### src/rtl/io_fifo_pair.sv
module io_fifo_pair #(
  parameter int W           = 32,
  parameter int SPLIT_DEPTH = 4
) (
  input  logic                                 clk,
  input  logic                                 rst_n,
  input  logic                                 join_en,
  input  logic                                 join_dir,
  input  logic [W-1:0]                         bus_tx_data,
  input  logic                                 bus_tx_valid,
  output logic                                 bus_tx_ready,
  output logic [W-1:0]                         sm_tx_data,
  output logic                                 sm_tx_valid,
  input  logic                                 sm_tx_ready,
  input  logic [W-1:0]                         sm_rx_data,
  input  logic                                 sm_rx_valid,
  output logic                                 sm_rx_ready,
  output logic [W-1:0]                         bus_rx_data,
  output logic                                 bus_rx_valid,
  input  logic                                 bus_rx_ready,
  output logic [$clog2(2*SPLIT_DEPTH+1)-1:0]   tx_level,
  output logic                                 tx_full,
  output logic                                 tx_empty,
  output logic [$clog2(2*SPLIT_DEPTH+1)-1:0]   rx_level,
  output logic                                 rx_full,
  output logic                                 rx_empty
);
  localparam int JOIN_DEPTH = 2 * SPLIT_DEPTH;
  localparam int AW         = $clog2(JOIN_DEPTH);
  localparam int LW         = $clog2(JOIN_DEPTH + 1);

  logic [W-1:0] mem [JOIN_DEPTH];
  logic [1:0]   cfg_q;
  logic         flush;

  logic [1:0]          wvalid, wready, wfire, rvalid, rready, rfire, full, empty;
  logic [W-1:0]        wdat [2];
  logic [W-1:0]        rdat [2];
  logic [1:0][AW-1:0]  waddr, raddr;
  logic [1:0][LW-1:0]  lvl;

  // Any change of the join configuration flushes both queues for one cycle.
  assign flush = ({join_en, join_dir} != cfg_q);

  always_ff @(posedge clk) begin
    if (!rst_n) cfg_q <= 2'b00;
    else        cfg_q <= {join_en, join_dir};
  end

  // Index 0 is the transmit queue, index 1 the receive queue.
  assign wdat[0] = bus_tx_data;
  assign wdat[1] = sm_rx_data;
  assign wvalid  = {sm_rx_valid, bus_tx_valid};
  assign rready  = {bus_rx_ready, sm_tx_ready};

  assign bus_tx_ready = wready[0];
  assign sm_rx_ready  = wready[1];
  assign sm_tx_valid  = rvalid[0];
  assign bus_rx_valid = rvalid[1];
  assign sm_tx_data   = rdat[0];
  assign bus_rx_data  = rdat[1];
  assign tx_level     = lvl[0];
  assign rx_level     = lvl[1];
  assign tx_full      = full[0];
  assign rx_full      = full[1];
  assign tx_empty     = empty[0];
  assign rx_empty     = empty[1];

  always_ff @(posedge clk) begin
    for (int d = 0; d < 2; d++)
      if (wfire[d]) mem[waddr[d]] <= wdat[d];
  end

  for (genvar d = 0; d < 2; d++) begin : g_dir
    localparam bit SIDE = (d == 1);

    logic [AW-1:0] wptr, rptr;
    logic [LW-1:0] cnt, depth;

    assign depth = !join_en           ? LW'(SPLIT_DEPTH) :
                   (join_dir == SIDE) ? LW'(JOIN_DEPTH)  : '0;

    assign full[d]   = (cnt >= depth);
    assign empty[d]  = (cnt == '0);
    assign rvalid[d] = !flush && !empty[d];
    assign rfire[d]  = rvalid[d] && rready[d];
    assign wready[d] = !flush && (!full[d] || rfire[d]);
    assign wfire[d]  = wvalid[d] && wready[d];
    assign lvl[d]    = cnt;

    assign waddr[d] = join_en ? wptr : {SIDE, wptr[AW-2:0]};
    assign raddr[d] = join_en ? rptr : {SIDE, rptr[AW-2:0]};
    assign rdat[d]  = mem[raddr[d]];

    always_ff @(posedge clk) begin
      if (!rst_n || flush) begin
        wptr <= '0;
        rptr <= '0;
        cnt  <= '0;
      end else begin
        wptr <= wptr + AW'(wfire[d]);
        rptr <= rptr + AW'(rfire[d]);
        cnt  <= cnt + LW'(wfire[d]) - LW'(rfire[d]);
      end
    end

    assert_level_bound_R1: assert property (@(posedge clk) disable iff (!rst_n)
      !flush |-> (cnt <= depth));

    assert_no_empty_read_R2: assert property (@(posedge clk) disable iff (!rst_n)
      rfire[d] |-> (cnt != '0));

    assert_sustain_write_R3: assert property (@(posedge clk) disable iff (!rst_n)
      (!flush && cnt < depth) |-> wready[d]);

    assert_full_passthru_R4: assert property (@(posedge clk) disable iff (!rst_n)
      (!flush && cnt == depth && depth != '0 && wfire[d] && rfire[d]) |=> (cnt == $past(cnt)));

    assert_unused_idle_R7: assert property (@(posedge clk) disable iff (!rst_n)
      (join_en && join_dir != SIDE) |-> (!wready[d] && !rvalid[d]));

    assert_flush_clears_R8: assert property (@(posedge clk) disable iff (!rst_n)
      flush |=> (cnt == '0));
  end

endmodule

### config.mk
export PLATFORM = sky130hd
export DESIGN_NAME = io_fifo_pair
export DESIGN_NICKNAME = d
export VERILOG_FILES = /design/src/rtl/io_fifo_pair.sv
export SDC_FILE = /design/constraint.sdc
export NUM_CORES = 1
export LEC_CHECK = 0
export ABC_AREA = 1
export ABC_CLOCK_PERIOD_IN_PS = 3100
export BUFFER_PORTS_ARGS = -buffer_cell sky130_fd_sc_hd__buf_2
export CAP_MARGIN = 20
export CORE_MARGIN = 2
export CORE_UTILIZATION = 28
export CTS_BUF_LIST = sky130_fd_sc_hd__clkbuf_2 sky130_fd_sc_hd__clkbuf_4 sky130_fd_sc_hd__clkbuf_8
export CTS_CLUSTER_DIAMETER = 30
export CTS_CLUSTER_SIZE = 14
export DETAILED_ROUTE_END_ITERATION = 6
export SLEW_MARGIN = 20
export SYNTH_ARGS = -nofsm -noshare
export SYNTH_HDL_FRONTEND = slang
export SYNTH_SLANG_ARGS = --single-unit
### constraint.sdc
create_clock -name clk -period 3.1 [get_ports clk]
set_input_delay 0.155 -clock clk [delete_from_list [all_inputs] [get_ports clk]]
set_output_delay 0.155 -clock clk [all_outputs]
set_load 0.01 [all_outputs]
==> key figures <==
Run status
  • Status: finished, final reports clean

Timing
  • Minimum clock period: 2.89 ns
  • Final Hold Fails: 0
  • Final setup violation count: 0
  • RSZ-0062 raised after global routing: yes
  • Final max-slew violation count: 0
  • Worst Skew: between 0.02 and 0.03 ns
  • Slew headroom: approximately a quarter
  • Max Fclk: between 300 and 400 MHz
  • Period utilization: between 90% and 100%
  • Hold WS: 0.0478 ns
  • Worst-margin pin slew: 1.12 ns

Global routing
  • Initial antenna violation count: 2
  • First-pass GRT wire length: 102 mm
  • Number of global-route vias before repair: approximately 17000
  • Overall routing resource usage: between 10% and 20%
  • Largest net degree at the start of global routing: ~200
  • Grt ovf: 0

Synth
  • Synth unique cells: 31
  • Register area share after synthesis: between 40% and 50%
  • Post-Syn Instances: 2370
  • Post-Syn Area: about 18000 sq um
  • Xor/xnor cell area share of the yosys netlist: less than 1%
  • Complex-gate fraction of the synthesized area: ~16%
  • Main combinational cell family by area after synthesis: simple AND/OR/NAND/NOR gates
  • Mux share of post-synthesis cell area: 0%
  • Post-synthesis adder-cell area fraction: 1.73%
  • Yosys warns: 0
  • Mean Syn Cell Area: 7.68 sq um
  • Post-synthesis net count: 2466
  • Simple-Gate Fraction of Synth Area: 27.7%
  • Flop and latch count out of synthesis: 278

Placement
  • Dpl hpwl: 38.0 mm
  • Port Buffers: 151
  • GP Congestion: between 0.7 and 0.8

Pwr
  • VDD IR max: 0.296 mV
  • P per Cell Area: 461 nW/um^2
  • Leakage: 8.75 nW

Clocking
  • Clk sink count: about 280
  • H-tree Lvls: 2
  • Clock transition at path regs: 0.06 ns
  • Clk buf depth: 3
  • Postcts setup bufs: 0
  • Num CTS Buffers: 60
  • Clk_lat worst skew: 0.63 ns
  • CTS tree: yes
  • Root buffer cell: clkbuf_8

Setup path
  • Worst EP arrival: 2.73 ns
  • CP Capture Type: output port
  • Crit Path Category: flop to output port
  • WP data required: between 2 and 3 ns
  • Setup crit start kind: flop
  • Highest net fanout along the worst path: 36

Floorplanning
  • Die span in y: 259 microns
  • Total Die Area: ~67000 sq um
  • Core area: ~64000 sq um
  • Die X: 259 microns
  • Number of cell rows: between 90 and 100
  • Initial Utilization: between 20% and 30%
  • Ports: 152

Routing
  • DRT Pass-1 Iters: 6
  • # DRC: 0
  • Vias per inst: ~5.3
  • DR vias: 17789
  • WL per Instance: 20.2 microns
  • Post-DRT Antenna Nets: 0
  • Final wirelength: 67.9 mm
  • DRT iter0 DRCs: roughly 1600

Hold path
  • Min-Delay Path Class: input pin to flop

Finish
  • Commonest non-fill, non-tap cells in the layout: nand2_1 (636), o21ai_0 (352), nand4_1 (257), edfxtp_1 (256), nor2_1 (183)
  • Final core utilization: 33.6%
  • # nets final: 2547
  • Synth-to-Final Area Change: 18.9%
  • Share of layout cells above drive strength 1: 14.0%
  • Most common cell after layout, fill and taps aside: nand2_1
  • # diodes: 0

Flow run
  • Max_cap viols: 0
==> area by class of cell <==
class | instances | area (sq um)
Sequential cell | 278 | 8140
Timing Repair Buffer | 289 | 2220
Fill cell | 6651 | 42700
Clock buffer | 69 | 906
Inverter | 112 | 423
Multi-Input combinational cell | 1710 | 8310
Clock inverter | 40 | 574
Tap cell | 855 | 1070
==> stage by stage <==
stage / power (W) / TNS, ns / setup WS [ns] / area, sq um / instances
after floorplan: 0.00477 / 0 / 0.342 / 18200 / 2370
after global placement: 0.00496 / 0 / 0.391 / 19400 / 3166
after detailed placement: 0.00497 / 0 / 0.361 / 19400 / 3166
after CTS: 0.0100 / 0 / 0.103 / 21600 / 3353
after global routing: 0.0103 / -0.0128 / -0.0128 / 21600 / 3353
final: 0.00998 / 0 / 0.212 / 21600 / 3353
==> power breakdown <==
| group | internal (W) | switching [W] |
|---|---|---|
| Sequential | 0.00412 | 0.0000102 |
| Combinational | 0.000284 | 0.000567 |
| Clock | 0.00314 | 0.00186 |
==> cell families (layout without fill, tap and decap cells) <==
family | count (synthesis) | after routing
AO/OA/AOI/OAI | 551 | 551
XOR/XNOR | 7 | 7
adder cells (fa/ha/maj) | 24 | 24
buffers and inverters | 382 | 510
flip-flops | 278 | 278
AND/OR/NAND/NOR | 1128 | 1128
==> worst max-delay path, stage by stage (launching register included) <==
cell and delay (ns):
dfxtp_4 0.47, inv_2 0.45, buf_4 0.37, nor2_1 0.06, o21ai_0 0.18, nor2_1 0.07
a21oi_1 0.29, buf_2 0.20
==> layer usage <==
| layer | wire length [microns] | vias up | global-route usage, % | part of all wire [%] |
|---|---|---|---|---|
| li1 | - | 8343 | - | - |
| met1 | 28000 | 8420 | 25.7 | 41 |
| met2 | 32100 | 840 | 32.5 | 47 |
| met3 | 5230 | 182 | 2.89 | 7.7 |
| met4 | 2540 | 4 | 8.04 | 3.7 |
| met5 | 26 | - | 0 | 0.038 |
==> flip-flops by register name (all words and copies together), names as in the netlist <==
name and flops:
mem 256, cfg_q 2, g_dir.rptr 6, g_dir.wptr 6
rx_level 4, tx_level 4
==> synth_stat cells (all sizes together) <==
master,instances,share of area [%]
o21ai,352,9.7
clkbuf,124,2.7
xnor2,7,0.34
o21bai,2,0.082
nand4,257,8.8
nor3b,2,0.082
inv,112,2.3
ha,22,1.5
dfxtp,22,2.4
buf,146,5.0
fa,2,0.22
edfxtp,256,42
nor3,12,0.58
nand2,646,13
o21a,32,1.3
a21oi,165,4.5
nand3,21,0.80
nor2,188,3.9
or2,2,0.069
==> worst paths after layout <==
| kind | start | end | slack [ns] | cells after the start |
|---|---|---|---|---|
| setup / recovery | g_dir[1].rptr[0]$_SDFF_PP0_ | bus_rx_data[6] | 0.21 | 7 |
| hold / removal | sm_rx_valid | mem[3][1]$_DFFE_PP_ | 0.05 | 3 |
| setup reg to reg | rx_level[2]$_SDFF_PP0_ | mem[7][19]$_DFFE_PP_ | 0.36 | 9 |
| hold reg to reg | g_dir[1].rptr[2]$_SDFF_PP0_ | g_dir[1].rptr[2]$_SDFF_PP0_ | 0.53 | 2 |
==> timing repair <==
item / in CTS / in global routing
hold endpoints to repair: 258 / 0
hold buffers: 78 / 0
setup endpoints to repair: 0 / 4
resized for setup: 0 / 2
No activity file was read; power rests on OpenSTA's default activity.
